--- config.mk ---
export PLATFORM = sky130hd
export DESIGN_NAME = eew_master
export DESIGN_NICKNAME = d
export VERILOG_FILES = /design/src/rtl/eew_pkg.sv /design/src/rtl/eew_tick.sv /design/src/rtl/eew_phy.sv /design/src/rtl/eew_master.sv
export SDC_FILE = /design/constraint.sdc
export NUM_CORES = 1
export LEC_CHECK = 0
export CAP_MARGIN = 10
export CORE_ASPECT_RATIO = 1.1
export CORE_MARGIN = 2
export CORE_UTILIZATION = 47
export DETAILED_ROUTE_END_ITERATION = 10
export GPL_ROUTABILITY_DRIVEN = 0
export PLACE_DENSITY_LB_ADDON = 0.15
export SLEW_MARGIN = 15
export SYNTH_ARGS = -nofsm -noshare
export SYNTH_HDL_FRONTEND = slang
export SYNTH_SLANG_ARGS = --single-unit
--- constraint.sdc ---
create_clock -name clk -period 2.2 [get_ports clk]
set_input_delay 0.44 -clock clk [delete_from_list [all_inputs] [get_ports clk]]
set_output_delay 0.44 -clock clk [all_outputs]
set_load 0.05 [all_outputs]
--- src/rtl/eew_pkg.sv ---
package eew_pkg;

    localparam int BYTE_BITS = 8;          // bit index BYTE_BITS is the ack slot
    localparam logic [3:0] DEV_CODE = 4'b1010;

    typedef enum logic [1:0] {
        OP_START,
        OP_STOP,
        OP_BYTE
    } op_t;

    typedef enum logic [1:0] {
        P_IDLE,
        P_START,
        P_STOP,
        P_BYTE
    } ph_t;

    typedef enum logic [3:0] {
        S_IDLE,
        S_START,
        S_CTRL,
        S_AHI,
        S_ALO,
        S_DATA,
        S_STOP,
        S_ABORT,
        S_PSTART,
        S_PCTRL,
        S_PSTOP,
        S_FIN_OK,
        S_FIN_NACK,
        S_FIN_TMO
    } st_t;

endpackage

--- src/rtl/eew_tick.sv ---
module eew_tick #(
    parameter int DIV = 4
) (
    input  logic clk,
    input  logic rst_n,
    input  logic sync,
    output logic tick
);
    localparam int CW = (DIV > 1) ? $clog2(DIV) : 1;
    localparam logic [CW-1:0] LAST = CW'(DIV - 1);

    logic [CW-1:0] cnt;

    always_ff @(posedge clk or negedge rst_n) begin
        if (!rst_n)
            cnt <= '0;
        else if (sync || cnt == LAST)
            cnt <= '0;
        else
            cnt <= cnt + 1'b1;
    end

    assign tick = (cnt == LAST);
endmodule

--- src/rtl/eew_phy.sv ---
module eew_phy
    import eew_pkg::*;
#(
    parameter int DIV = 4
) (
    input  logic       clk,
    input  logic       rst_n,
    input  logic       op_valid,
    input  op_t        op_kind,
    input  logic [7:0] op_byte,
    output logic       op_ready,
    output logic       op_done,
    output logic       op_ack,
    input  logic       sda_in,
    output logic       scl_oe,
    output logic       sda_oe
);
    localparam logic [3:0] ACK_SLOT = 4'(BYTE_BITS);

    ph_t        pst;
    logic [1:0] q;
    logic [3:0] bitn;
    logic [7:0] shreg;
    logic       tick, accept;
    logic       want_scl, want_sda;

    assign op_ready = (pst == P_IDLE);
    assign accept   = op_valid && op_ready;

    eew_tick #(.DIV(DIV)) u_tick (
        .clk  (clk),
        .rst_n(rst_n),
        .sync (accept),
        .tick (tick)
    );

    // phase state register
    always_ff @(posedge clk or negedge rst_n) begin
        if (!rst_n) begin
            pst     <= P_IDLE;
            q       <= '0;
            bitn    <= '0;
            shreg   <= '0;
            op_ack  <= 1'b0;
            op_done <= 1'b0;
        end else begin
            op_done <= 1'b0;
            if (pst == P_IDLE) begin
                if (op_valid) begin
                    unique case (op_kind)
                        OP_START: pst <= P_START;
                        OP_STOP:  pst <= P_STOP;
                        default:  pst <= P_BYTE;
                    endcase
                    q     <= '0;
                    bitn  <= '0;
                    shreg <= op_byte;
                end
            end else if (tick) begin
                if (pst == P_BYTE && q == 2'd1 && bitn == ACK_SLOT)
                    op_ack <= ~sda_in;
                if (q == 2'd3) begin
                    q <= '0;
                    if (pst == P_BYTE && bitn != ACK_SLOT) begin
                        bitn  <= bitn + 1'b1;
                        shreg <= {shreg[6:0], 1'b0};
                    end else begin
                        pst     <= P_IDLE;
                        op_done <= 1'b1;
                    end
                end else begin
                    q <= q + 1'b1;
                end
            end
        end
    end

    // line levels per quarter (1 = pull low)
    always_comb begin
        want_scl = scl_oe;
        want_sda = sda_oe;
        unique case (pst)
            P_START: begin
                want_scl = (q == 2'd0) || (q == 2'd3);
                want_sda = (q >= 2'd2);
            end
            P_STOP: begin
                want_scl = (q == 2'd0);
                want_sda = (q <= 2'd1);
            end
            P_BYTE: begin
                want_scl = (q == 2'd0) || (q == 2'd3);
                want_sda = (bitn == ACK_SLOT) ? 1'b0 : ~shreg[7];
            end
            default: ;
        endcase
    end

    always_ff @(posedge clk or negedge rst_n) begin
        if (!rst_n) begin
            scl_oe <= 1'b0;
            sda_oe <= 1'b0;
        end else if (pst != P_IDLE) begin
            scl_oe <= want_scl;
            sda_oe <= want_sda;
        end
    end
endmodule

--- src/rtl/eew_master.sv ---
module eew_master
    import eew_pkg::*;
#(
    parameter int DIV        = 4,
    parameter int MAX_BYTES  = 64,
    parameter int POLL_LIMIT = 16
) (
    input  logic                         clk,
    input  logic                         rst_n,
    input  logic                         cmd_valid,
    output logic                         cmd_ready,
    input  logic [2:0]                   cmd_sel,
    input  logic [14:0]                  cmd_addr,
    input  logic [$clog2(MAX_BYTES)-1:0] cmd_len,
    input  logic                         wr_valid,
    output logic                         wr_ready,
    input  logic [7:0]                   wr_data,
    output logic                         scl_oe,
    output logic                         sda_oe,
    input  logic                         sda_in,
    output logic                         busy,
    output logic                         done,
    output logic                         err_nack,
    output logic                         err_timeout
);
    localparam int LW = $clog2(MAX_BYTES);
    localparam int PW = $clog2(POLL_LIMIT + 1);
    localparam logic [PW-1:0] LAST_POLL = PW'(POLL_LIMIT - 1);

    st_t         st;
    logic        waiting;
    logic [2:0]  sel_q;
    logic [14:0] addr_q;
    logic [LW-1:0] cnt_q;
    logic [PW-1:0] polls;
    logic        poll_ack;

    logic        op_valid, op_ready, op_done, op_ack;
    op_t         op_kind;
    logic [7:0]  op_byte;
    logic [7:0]  ctrl_byte;
    logic        fin;

    assign ctrl_byte = {DEV_CODE, sel_q, 1'b0};
    assign fin       = waiting && op_done;

    eew_phy #(.DIV(DIV)) u_phy (
        .clk     (clk),
        .rst_n   (rst_n),
        .op_valid(op_valid),
        .op_kind (op_kind),
        .op_byte (op_byte),
        .op_ready(op_ready),
        .op_done (op_done),
        .op_ack  (op_ack),
        .sda_in  (sda_in),
        .scl_oe  (scl_oe),
        .sda_oe  (sda_oe)
    );

    // state register and sequencing data
    always_ff @(posedge clk or negedge rst_n) begin
        if (!rst_n) begin
            st       <= S_IDLE;
            waiting  <= 1'b0;
            sel_q    <= '0;
            addr_q   <= '0;
            cnt_q    <= '0;
            polls    <= '0;
            poll_ack <= 1'b0;
        end else begin
            if (op_valid && op_ready)
                waiting <= 1'b1;
            else if (op_done)
                waiting <= 1'b0;

            unique case (st)
                S_IDLE: if (cmd_valid) begin
                    sel_q  <= cmd_sel;
                    addr_q <= cmd_addr;
                    cnt_q  <= cmd_len;
                    st     <= S_START;
                end
                S_START:  if (fin) st <= S_CTRL;
                S_CTRL:   if (fin) st <= op_ack ? S_AHI : S_ABORT;
                S_AHI:    if (fin) st <= op_ack ? S_ALO : S_ABORT;
                S_ALO:    if (fin) st <= op_ack ? S_DATA : S_ABORT;
                S_DATA: if (fin) begin
                    if (!op_ack)          st <= S_ABORT;
                    else if (cnt_q == '0) st <= S_STOP;
                    else                  cnt_q <= cnt_q - 1'b1;
                end
                S_STOP: if (fin) begin
                    polls <= '0;
                    st    <= S_PSTART;
                end
                S_ABORT:  if (fin) st <= S_FIN_NACK;
                S_PSTART: if (fin) st <= S_PCTRL;
                S_PCTRL: if (fin) begin
                    poll_ack <= op_ack;
                    st       <= S_PSTOP;
                end
                S_PSTOP: if (fin) begin
                    if (poll_ack)                st <= S_FIN_OK;
                    else if (polls == LAST_POLL) st <= S_FIN_TMO;
                    else begin
                        polls <= polls + 1'b1;
                        st    <= S_PSTART;
                    end
                end
                default: st <= S_IDLE;
            endcase
        end
    end

    // outputs and bus operation requests
    always_comb begin
        op_valid    = 1'b0;
        op_kind     = OP_BYTE;
        op_byte     = 8'h00;
        wr_ready    = 1'b0;
        cmd_ready   = (st == S_IDLE);
        done        = (st == S_FIN_OK);
        err_nack    = (st == S_FIN_NACK);
        err_timeout = (st == S_FIN_TMO);
        busy        = 1'b1;
        unique case (st)
            S_IDLE, S_FIN_OK, S_FIN_NACK, S_FIN_TMO: busy = 1'b0;
            S_START, S_PSTART: begin
                op_kind  = OP_START;
                op_valid = !waiting;
            end
            S_STOP, S_ABORT, S_PSTOP: begin
                op_kind  = OP_STOP;
                op_valid = !waiting;
            end
            S_CTRL, S_PCTRL: begin
                op_byte  = ctrl_byte;
                op_valid = !waiting;
            end
            S_AHI: begin
                op_byte  = {1'b0, addr_q[14:8]};
                op_valid = !waiting;
            end
            S_ALO: begin
                op_byte  = addr_q[7:0];
                op_valid = !waiting;
            end
            S_DATA: begin
                op_byte  = wr_data;
                op_valid = !waiting && wr_valid;
                wr_ready = !waiting && op_ready;
            end
            default: ;
        endcase
    end
endmodule

==> results.toml <==
[yosys]
synthTopCellsByArea = "dfrtp_1 (44%), mux2_2 (6.2%), o21ai_0 (5.2%), ha_1 (4.2%), nor2_1 (3.9%)"
yosysTopAreaCellShare_pct = 43.9
postSynthCellCount = 348
synth.largest_area_cell = "dfrtp_1"
synth_most_common_cell = "dfrtp_1"
ys_ff_latch = 57
ys.flop_type = "dfrtp_1"
syn_area_per_cell_um2 = 9.34
synth_xor_area_share_pct = 0.270
muxShareOfSynthArea_pct = 7.66
synth_warnings = 0
synth_top_family_by_area = "simple AND/OR/NAND/NOR gates"
synth_compound_area_share_pct = 17.9
synth-edff-count = 0
ys_types = 55
synthesis.nets = 396
ys_seq_area_share_pct = 43.9
netlist_top_cells_count = "dfrtp_1 (57), nor2_1 (34), o21ai_0 (34)"
async_flop_share_pct = 100
synth_area_mm2 = 0.00325
yosys.area_share.simple_pct = 20.9
synth-adder-area-share_pct = 4.24

[worst_setup_path]
path_cells = "buf_6 > or3_1 > a21oi_1 > nor2_1 > buf_12"
critPathMaxStageDelay_ns = 0.40
crit_family = "simple AND/OR/NAND/NOR gates"
path_max_fanout = 24
timing.rr.end = "polls[2]$_DFFE_PN0P_"
path_class = "reg2out"
worstPathRequired_ns = 1.76
crit_path_start_kind = "flip-flop"
end_kind = "primary output"
cp_slowest_cell = "dfrtp_1"
reg2reg_from = "polls[0]$_DFFE_PN0P_"
rrSetupSlack_ns = 0.19
r2r_cells = 7
crit_buf_inv = 2
cp.arrival_ns = 1.69

[outcome]
status = "completed"

[clock_network]
cts_sinks = 57
clk_pin_slew_ns = 0.07
clock_latency_ns = 0.34
clockBufferDepth = 2
cts_buffers = 9
cts_tree = "yes"
root_buffer = "clkbuf_8"
cts_max_level = 3
post_cts_buffers = 0

[worst_hold_path]
hold_class = "reg2reg"
hold_end = "u_phy.u_tick.cnt[0]$_DFF_PN0_"
min_path_cells = 1
worstHoldStart = "u_phy.u_tick.cnt[0]$_DFF_PN0_"

[floorplanning]
core_mm2 = 0.00663
die_w_um = 83.3
rows = 31
ios = 45
dieArea_mm2 = 0.00760
fp.dieH_um = 91.2
start_util_pct = 49.0

[power_and_ir_drop]
p_leak_nw = 1.80
total_power_w = 0.00546
cellPowerDensity_mw_per_mm2 = 1310
peakVddDrop_v = 0.000904

[sta]
worst_pin_slew_ns = 0.487
rsz0062_at_grt = "false"
setup_viol = 0
finalMaxSlewViolations = 0
fin_worst_skew_ns = 0.00643
maxSlewHeadroom_pct = 67.4
hold_viol_final = 0
fmax_mhz = 470
fin_tns_setup_ns = 0
min_period_over_period_pct = 96.7
period_needed_ns = 2.13

[global_route]
grt_overflow = 0
antenna_found_initial = 0
grt_pass1_vias = 2596
grt_start_max_net_pins = 31
grt_first_pass_wirelength_um = 12300
grt_usage_pct = 20.3

[drt]
viasPerCell = 5.55
num_vias = 2714
routed_wl_um = 7140
drt_pass1_iterations = 4
drtIter0Drc = 113
drc = 0
wl_per_cell_um = 14.6
detail-route-antenna-nets = 0

[flow_run]
max_cap_viol_count = 0

[placed_design]
port_buffers = 44
placed_cells = 472
hpwl_um = 5250
placed_area_mm2 = 0.00392

[layout]
finalNonFillerCells = 489
area_growth_pct = 28.6
drive_gt1_share_pct = 17.9
antenna_cells = 0
fin_nets = 450
final_area_mm2 = 0.00418
[through the flow]
stage,setup slack [ns],utilization [%],hold WS (ns)
2_1_floorplan,-0.106,-,0.144
3_3_place_gp,0.232,59.0,0.355
3_5_place_dp,0.194,59.0,0.358
4_1_cts,0.0152,62.7,0.451
5_1_grt,0.00510,63.0,0.486
6_report,0.0715,63.0,0.452
[timing repair]
item	CTS	global route
endpoints found under the hold margin	11	0
gates resized for setup	1	5
endpoints found under the setup margin	1	2
hold buffers	1	0
[state kept, by name (all words and copies together) (netlist names)]
register	flops
u_phy.sda_oe	1
polls	5
u_phy.shreg	8
u_phy.bitn	4
addr_q	15
u_phy.op_done	1
sel_q	3
u_phy.scl_oe	1
u_phy.q	2
poll_ack	1
st	4
cnt_q	6
u_phy.u_tick.cnt	2
u_phy.op_ack	1
u_phy.pst	2
waiting	1
[power breakdown]
group / total, W / leakage [nW] / internal, W / switching [W]
sequential: 0.00185 / 0.697 / 0.00150 / 0.000351
clock: 0.00112 / 0.115 / 0.000695 / 0.000424
combinational: 0.00250 / 0.988 / 0.00116 / 0.00133
total: 0.00546 / 1.80 / 0.00336 / 0.00211
[cell usage in the layout (no fill, tap or decap), drive strengths merged, types with 3 or more instances in the layout]
| cell type | Yosys | final |
|---|---|---|
| nand2 | 29 | 29 |
| clkdlybuf4s50 | 0 | 37 |
| mux2 | 20 | 20 |
| a21oi | 20 | 20 |
| nor2b | 8 | 8 |
| ha | 11 | 11 |
| and3b | 3 | 3 |
| a22o | 5 | 5 |
| nand2b | 4 | 4 |
| nand3 | 10 | 10 |
| nor2 | 34 | 34 |
| a22oi | 11 | 11 |
| o22ai | 3 | 3 |
| clkbuf | 9 | 11 |
| dfrtp | 57 | 57 |
| and2 | 5 | 5 |
| buf | 12 | 26 |
| nor4bb | 3 | 3 |
| nor3b | 6 | 6 |
| o21ai | 35 | 35 |
| nor3 | 11 | 11 |
| a31oi | 3 | 3 |
| inv | 13 | 12 |
| o31ai | 5 | 5 |
[layout make-up]
class	instances	area (um2)
inverters	13	52.6
clock buffers	11	151
fillers	550	2450
multi-input cells	257	1680
well taps	82	103
repair buffers	64	688
clock inverters	5	77.6
flip-flops and latches	57	1430
[layer usage]
metal	routed length [um]	track usage, %	vias to the layer above
li1	-	-	1356
met2	3300	30.4	53
met5	0	0	-
met4	162	11.2	0
met3	226	3.64	12
met1	3450	27.7	1293
[kinds of logic (layout without fill, tap and decap cells)]
| group | Yosys count | count (layout) |
|---|---|---|
| buf+inv | 34 | 93 |
| mux | 22 | 22 |
| flops | 57 | 57 |
| fa+ha+maj | 11 | 11 |
| simple gates | 129 | 129 |
| compound gates | 94 | 94 |
| xor+xnor | 1 | 1 |
[worst max path at each step]
stage | start | to | slack (ns) | cells after the start
6_report | st[0]$_DFFE_PN0P_ | busy | 0.07 | 5
5_1_grt | u_phy.pst[1]$_DFFE_PN0P_ | wr_ready | 0.005 | 3
4_1_cts | st[1]$_DFFE_PN0P_ | wr_ready | 0.02 | 5
3_5_place_dp | polls[0]$_DFFE_PN0P_ | polls[2]$_DFFE_PN0P_ | 0.19 | 7
3_3_place_gp | st[1]$_DFFE_PN0P_ | addr_q[6]$_DFFE_PN0P_ | 0.23 | 5
2_1_floorplan | st[0]$_DFFE_PN0P_ | busy | -0.11 | 5
(Power assumes the default switching activity.)
